**src/rtl/zw_pkg.sv**
```systemverilog
package zw_pkg;
    typedef enum logic [1:0] {
        ST_LIVE   = 2'd0,
        ST_COUNT  = 2'd1,
        ST_SILENT = 2'd2
    } run_state_t;
endpackage

```
**src/rtl/zw_run_tracker.sv**
```systemverilog
module zw_run_tracker
    import zw_pkg::*;
#(
    parameter int SAMPLE_W = 24,
    parameter int RUN_LEN  = 1024,
    localparam int CNT_W   = $clog2(RUN_LEN + 1)
) (
    input  logic                clk,
    input  logic                rst,
    input  logic                stb,
    input  logic [SAMPLE_W-1:0] sample,
    output logic                run_done
);

    run_state_t         state_q, state_d;
    logic [CNT_W-1:0]   cnt_q, cnt_d;
    logic               is_nz;

    assign is_nz = |sample;

    // state register
    always_ff @(posedge clk) begin
        if (rst) begin
            state_q <= ST_LIVE;
            cnt_q   <= '0;
        end else begin
            state_q <= state_d;
            cnt_q   <= cnt_d;
        end
    end

    // next-state logic
    always_comb begin
        state_d = state_q;
        cnt_d   = cnt_q;
        if (stb) begin
            if (is_nz) begin
                state_d = ST_LIVE;
                cnt_d   = '0;
            end else begin
                unique case (state_q)
                    ST_LIVE: begin
                        cnt_d   = CNT_W'(1);
                        state_d = (RUN_LEN == 1) ? ST_SILENT : ST_COUNT;
                    end
                    ST_COUNT: begin
                        cnt_d = cnt_q + CNT_W'(1);
                        if (cnt_q == CNT_W'(RUN_LEN - 1))
                            state_d = ST_SILENT;
                    end
                    ST_SILENT: begin
                        state_d = ST_SILENT;
                    end
                    default: begin
                        state_d = ST_LIVE;
                        cnt_d   = '0;
                    end
                endcase
            end
        end
    end

    // output decode
    always_comb begin
        unique case (state_q)
            ST_SILENT: run_done = 1'b1;
            default:   run_done = 1'b0;
        endcase
    end


    cnt_cap_chk: assert property (@(posedge clk) disable iff (rst)
        cnt_q <= CNT_W'(RUN_LEN));


    nz_clear_chk: assert property (@(posedge clk) disable iff (rst)
        (stb && is_nz) |=> (state_q == ST_LIVE && cnt_q == '0));


    idle_hold_chk: assert property (@(posedge clk) disable iff (rst)
        !stb |=> ($stable(cnt_q) && $stable(state_q)));


    silent_entry_chk: assert property (@(posedge clk) disable iff (rst)
        $rose(run_done) |-> ($past(stb) && $past(cnt_q) == CNT_W'(RUN_LEN - 1)));

endmodule

```
**src/rtl/zw_flag_merge.sv**
```systemverilog
module zw_flag_merge #(
    parameter int NUM_CH = 6,
    localparam int NPAIR = NUM_CH / 2
) (
    input  logic [NUM_CH-1:0] done,
    input  logic              rj_mode,
    input  logic              pol_low,
    output logic [NUM_CH-1:0] zero_flag,
    output logic              all_zero
);

    logic [NUM_CH-1:0] active;

    for (genvar p = 0; p < NPAIR; p++) begin : g_pair
        logic both;
        assign both = done[2*p] & done[2*p+1];
        assign active[2*p]   = rj_mode ? both : done[2*p];
        assign active[2*p+1] = rj_mode ? both : done[2*p+1];
    end

    if (NUM_CH % 2 == 1) begin : g_odd
        assign active[NUM_CH-1] = done[NUM_CH-1];
    end

    assign zero_flag = active ^ {NUM_CH{pol_low}};
    assign all_zero  = (&done) ^ pol_low;

endmodule

```
**src/rtl/zw_detector.sv**
```systemverilog
module zw_detector #(
    parameter int NUM_CH   = 6,
    parameter int SAMPLE_W = 24,
    parameter int RUN_LEN  = 1024,
    localparam int DATA_W  = NUM_CH * SAMPLE_W
) (
    input  logic              clk,
    input  logic              rst,
    input  logic              smp_stb,
    input  logic [DATA_W-1:0] smp_data,
    input  logic              rj_mode,
    input  logic              pol_low,
    output logic [NUM_CH-1:0] zero_flag,
    output logic              all_zero
);

    logic [NUM_CH-1:0] lane_done;

    for (genvar i = 0; i < NUM_CH; i++) begin : g_lane
        zw_run_tracker #(
            .SAMPLE_W (SAMPLE_W),
            .RUN_LEN  (RUN_LEN)
        ) u_trk (
            .clk      (clk),
            .rst      (rst),
            .stb      (smp_stb),
            .sample   (smp_data[i*SAMPLE_W +: SAMPLE_W]),
            .run_done (lane_done[i])
        );
    end

    zw_flag_merge #(
        .NUM_CH (NUM_CH)
    ) u_merge (
        .done      (lane_done),
        .rj_mode   (rj_mode),
        .pol_low   (pol_low),
        .zero_flag (zero_flag),
        .all_zero  (all_zero)
    );


    for (genvar p = 0; p < NUM_CH / 2; p++) begin : g_pair_chk
        pair_match_chk: assert property (@(posedge clk) disable iff (rst)
            rj_mode |-> (zero_flag[2*p] == zero_flag[2*p+1]));
    end


    global_chk: assert property (@(posedge clk) disable iff (rst)
        (all_zero != pol_low) |-> ((zero_flag ^ {NUM_CH{pol_low}}) == {NUM_CH{1'b1}}));


    reset_chk: assert property (@(posedge clk)
        rst |=> (zero_flag == {NUM_CH{pol_low}} && all_zero == pol_low));

endmodule

```
**config.mk**
```make
export PLATFORM = sky130hd
export DESIGN_NAME = zw_detector
export DESIGN_NICKNAME = d
export VERILOG_FILES = /design/src/rtl/zw_pkg.sv /design/src/rtl/zw_run_tracker.sv /design/src/rtl/zw_flag_merge.sv /design/src/rtl/zw_detector.sv
export SDC_FILE = /design/constraint.sdc
export NUM_CORES = 1
export LEC_CHECK = 0
export BUFFER_PORTS_ARGS = -buffer_cell sky130_fd_sc_hd__buf_2
export CORE_MARGIN = 2
export CORE_UTILIZATION = 40
export CTS_BUF_LIST = sky130_fd_sc_hd__clkbuf_8
export CTS_CLUSTER_SIZE = 8
export DETAILED_ROUTE_END_ITERATION = 8
export PLACE_DENSITY = 0.67
export SYNTH_ARGS = -nofsm -noshare
export SYNTH_HDL_FRONTEND = slang
export SYNTH_SLANG_ARGS = --single-unit
```
**constraint.sdc**
```tcl
create_clock -name clk -period 1.6 [get_ports clk]
set_input_delay 0.16 -clock clk [delete_from_list [all_inputs] [get_ports clk]]
set_output_delay 0.16 -clock clk [all_outputs]
set_load 0.1 [all_outputs]
```
Word-level counts from Yosys, hierarchy flattened
Cells that the tools add are included.
W data, S select, Z words.
{ "word_totals": {"reg_bits": 78, "out_inout_bits": 7, "elab_cells": 120} }
{ "classes": {"add_sub_neg": 6, "eq_ne": 30, "n_mux": 42, "n_bitwise": 5, "n_reduce_logical": 25} }
{ "op_table": {"columns": ["operator", "count"], "rows": [
  ["$pmux W11 S3", 6],
  ["$reduce_or A24 Y1", 6],
  ["$add A11 B1 Y11 const B", 6],
  ["$eq A11 B10 Y1 const B", 6],
  ["$mux W11", 6],
  ["$pmux W2 S3", 6],
  ["$mux W2", 12],
  ["$reduce_and A2 Y1", 12],
  ["$ne A3 B1 Y1 const B", 6],
  ["$eq A2 B1 Y1 const B", 6],
  ["$eq A2 B2 Y1 const B", 6],
  ["$logic_not A2 Y1", 6],
  ["$mux W1", 12],
  ["$ne A2 B1 Y1 const B", 6],
  ["$reduce_and A6 Y1", 1],
  ["$xor A6 B6 Y6", 1],
  ["$and A1 B1 Y1", 3],
  ["$xor A1 B1 Y1", 1]
]} }

Depth between registers and ports, before layout
{ "logic_depth": {"depth_word": 5, "mapped_depth": 7} }

Modules after synthesis
Synthesis repeated with hierarchy kept, for this count alone.
{ "unflattened": {"cells_unflattened": 563, "area_unflattened_um2": 5233.8} }
{ "modules_own_cells": {"columns": ["mod", "instances", "cells_per_inst", "area_per_inst_um2", "seq_area_each_um2"], "rows": [
  ["zw_run_tracker", 6, 91, 853.3, 260.2],
  ["zw_flag_merge", 1, 17, 113.9, 0.0]
]} }

Least setup slack after synthesis
Ideal clock, no wire load.
{ "synth_timing": {"kind": "register to output", "from": "reg g_lane[4].u_trk.state_q[0]", "to": "out all_zero", "arrival_time_ns": 2.347, "path_slack_ns": -0.907, "stages_incl_launch_ff": 6, "path_buffers": 0, "path_cell_list": "dfxtp_1 > inv_1 > ha_1 > nand4_1 > nor3_1 > xor2_1"} }
{ "synth_via": {"elab_chain_len": 4} }
{ "synth_lines": {"columns": ["element", "line", "source"], "rows": [
  ["start, declared", "zw_run_tracker.sv:15", "run_state_t state_q, state_d;"],
  ["start signal, assigned", "zw_run_tracker.sv:27", "state_q <= state_d;"],
  ["$eq A2 B2 Y1", "zw_run_tracker.sv:65", "unique case (state_q)"],
  ["$mux W1", "zw_run_tracker.sv:65", null],
  ["$reduce_and A6 Y1", "zw_flag_merge.sv:26", "assign all_zero = (&done) ^ pol_low;"],
  ["$xor A1 B1 Y1", "zw_flag_merge.sv:26", null],
  ["end, declared", "zw_detector.sv:14", "output logic all_zero"]
]} }
Every way passes these cells.

Final worst setup path
{ "layout_timing": {"from": "reg g_lane[0].u_trk.state_q[0]", "to": "out all_zero"} }
{ "layout_via": {"elab_chain_len": 4} }
{ "layout_lines": {"columns": ["element", "line"], "rows": [
  ["start, declared", "zw_run_tracker.sv:15"],
  ["start signal, assigned", "zw_run_tracker.sv:27"],
  ["$eq A2 B2 Y1", "zw_run_tracker.sv:65"],
  ["$mux W1", "zw_run_tracker.sv:65"],
  ["$reduce_and A6 Y1", "zw_flag_merge.sv:26"],
  ["$xor A1 B1 Y1", "zw_flag_merge.sv:26"]
]} }
Every way passes these cells.

==> results.cfg <==
[die]
die_w_microns = 116
start_util = 0.405
dieHeight_microns = 116
dieArea_sq_mm = 0.0135
fp.coreArea_sq_mm = 0.0125
io-pin-count = 156
fp-row-count = 41

[place]
port_buffers = 155
placedCellCount = 1092
dp_slack_ns = -0.286
place_hpwl_microns = 12600
placed_area_sq_mm = 0.00736
gp_congestion = 0.896

[grt]
grt.overflow.total = 0
track_usage = 0.248
grt_pass1_vias = 6121
antenna_found_initial = 0
grt_max_degree = 31
grt_pass1_wl_microns = 27300

[synth]
ys_async_sr_fraction = 0
synth-seq-area-share = 0.309
syn_inst = 657
synth.top_cell.area_share = 0.309
dominantRegCellSynth = dfxtp_1
synth_area_sq_mm = 0.00505
syn_nets = 830
synth_cell_type_count = 67
avgSynthCellArea_sq_um = 7.69
ys_ff_latch = 78
ys_top_cells_by_area = dfxtp_1, ha_1, nand3_1, nand2_1, nor4_1
synth_edf_count = 0
synth_top_cell_by_area = dfxtp_1
synth_warnings = 0

[clock_tree]
cts_htree_levels = 3
cts-root-buf = clkbuf_8
hold_buffers = 0
cts_tree = done
clockBufferDepth = 2
clk_pin_slew_ns = 0.08
clk_latency_ns = 0.37
cts_buffers = 9
cts.sinks = 78

[timing]
slew_headroom = 0.697
fmax_ghz = 0.516
fin_skew_ns = 0.0140
setup-violations-final = 22
period_minus_slack_ns = 1.94
rsz0062_at_grt = true
timing.final.ws_setup_ns = -0.339
tightest_slew_ns = 0.455
report.final.slew_viol_count = 0
hold_violations = 0
finalCritPeriodShare = 1.21

[cells_and_area]
drive_gt1_frac = 0.505
instances_no_fill = 1133
fin_area_sq_mm = 0.00846
syn2layout_area_growth_pct = 67.5
final_nets = 1130
antennaDiodeCount = 0

[critical_path]
cp_cell_sequence = inv_4 > ha_4 > inv_1 > buf_6 > nor3_4 > xor2_4 > buf_12
required_ns = 1.44
worstPathArrival_ns = 1.78
start_kind = register
critPathMaxFanout = 3
end_kind = output port
cpPeakStageDelay_ns = 0.36
cpMaxStageDelayCell = dfxtp_4
critPathKind = reg -> out

[routing]
routedWlPerCell_microns = 15.3
first_pass_iters = 5
ant_nets = 0
remaining_drc_errors = 0
drt_iter0_drc = 371
finalWirelength_microns = 17400
dr_total_vias = 6345
via_per_inst = 5.60

[power]
pwr_density_cell_mw_per_mm2 = 481
vdd_drop_max_v = 0.000395
leakage_nw = 3.25
power_mw = 4.07

[flow_run]
cap_violations = 0

[outcome]
violations = setup timing
status = finished with violations

[worst_hold_path]
hp-class = in -> reg
## cells in the final DEF (no fill, tap or decap), types with 7 or more instances in the layout
master | netlist | routed
nor2_1 | 42 | 34
buf_12 | 0 | 11
nand4_1 | 29 | 29
o211ai_1 | 14 | 14
and3_1 | 9 | 8
buf_2 | 0 | 149
nand3_2 | 1 | 8
inv_2 | 0 | 10
inv_1 | 42 | 29
dfxtp_1 | 78 | 54
ha_4 | 0 | 13
nor4_1 | 38 | 28
clkbuf_8 | 0 | 10
nor4_4 | 1 | 11
ha_1 | 24 | 7
o21ai_1 | 2 | 11
nand3_1 | 57 | 48
nand2_1 | 72 | 71
dfxtp_2 | 0 | 21
buf_4 | 0 | 129
o21ai_0 | 37 | 21
a21oi_1 | 26 | 19
buf_6 | 0 | 22
nor3_1 | 23 | 16
o31ai_1 | 21 | 13
o21ai_2 | 1 | 7
## through the flow
stage	util	TNS, ns	hold slack (ns)
floorplan	-	-0.469	0.342
global placement	0.590	-4.13	0.451
CTS	0.631	-2.20	0.300
finish	0.679	-2.00	0.336
detailed placement	0.590	-7.51	0.462
global route	0.679	-3.70	0.343
## synth_stat cells, types with 9 or more instances
| library cell | count |
|---|---|
| a21oi_1 | 26 |
| and3_1 | 9 |
| clkbuf_1 | 19 |
| dfxtp_1 | 78 |
| ha_1 | 24 |
| inv_1 | 42 |
| nand2_1 | 72 |
| nand3_1 | 57 |
| nand4_1 | 29 |
| nor2_1 | 42 |
| nor3_1 | 23 |
| nor4_1 | 38 |
| o211ai_1 | 14 |
| o21ai_0 | 37 |
| o31ai_1 | 21 |
## power breakdown
| part | internal, mW | switching [mW] |
|---|---|---|
| clock network | 0.744 | 0.754 |
| logic | 0.301 | 0.335 |
| registers | 1.94 | 0.00231 |
| total | 2.98 | 1.09 |
## flip-flops by register name (all words and copies together) (netlist names)
name,count
g_lane.u_trk.state_q,12
g_lane.u_trk.cnt_q,66
## critical path: cells and delay by family (launching register included)
| kind | cells | cell delay, ns |
|---|---|---|
| xor gates and xnor gates | 1 | 0.21 |
| adders and majority gates | 1 | 0.13 |
| buffers and inverters | 4 | 0.46 |
| DFF | 1 | 0.36 |
| and+or+nand+nor | 1 | 0.25 |
## repair_timing
item | in CTS | in global routing
pin swaps | 24 | 53
setup buffers | 10 | 21
resized for setup | 68 | 122
gates cloned | 0 | 1
endpoints found under the setup margin | 38 | 65
## routing by layer
metal,track usage,wire (microns),vias up
met5,0,0,-
met4,0.101,301,0
met2,0.435,8970,201
met1,0.304,7270,3024
met3,0.0368,841,23
li1,-,-,3097
## cells by family (layout without fill, tap and decap cells)
group,Yosys count,in the layout,share of synthesized area
buffers and inverters,64,368,0.0478
adders and majority gates,24,24,0.0594
and+or+nand+nor,318,318,0.343
muxes,6,6,0.0119
AOI/OAI and AO/OA,159,159,0.215
xor gates and xnor gates,8,8,0.0139
DFF,78,78,0.309
## worst paths after layout
check                                                        startpoint                                      to  slack, ns  cells past startpoint
worst max register to register  g_lane[0].u_trk.state_q[0]$_SDFFE_PP0P_  g_lane[0].u_trk.cnt_q[10]$_SDFFE_PP0P_      -0.11                      6
worst min-delay path                                       smp_data[11]   g_lane[0].u_trk.cnt_q[9]$_SDFFE_PP0P_       0.34                      6
worst max-delay path            g_lane[0].u_trk.state_q[0]$_SDFFE_PP0P_                                all_zero      -0.34                      7
worst min register to register    g_lane[3].u_trk.cnt_q[9]$_SDFFE_PP0P_   g_lane[3].u_trk.cnt_q[9]$_SDFFE_PP0P_       0.47                      1
## layout make-up
cell class | count | area (sq um)
multi-input cells | 515 | 4110
fillers | 938 | 4000
repair buffers | 311 | 2180
flip-flops and latches | 78 | 1600
well taps | 172 | 215
inverters | 42 | 170
clock buffers | 10 | 138
clock inverters | 5 | 51.3
(Power assumes the default switching activity.)
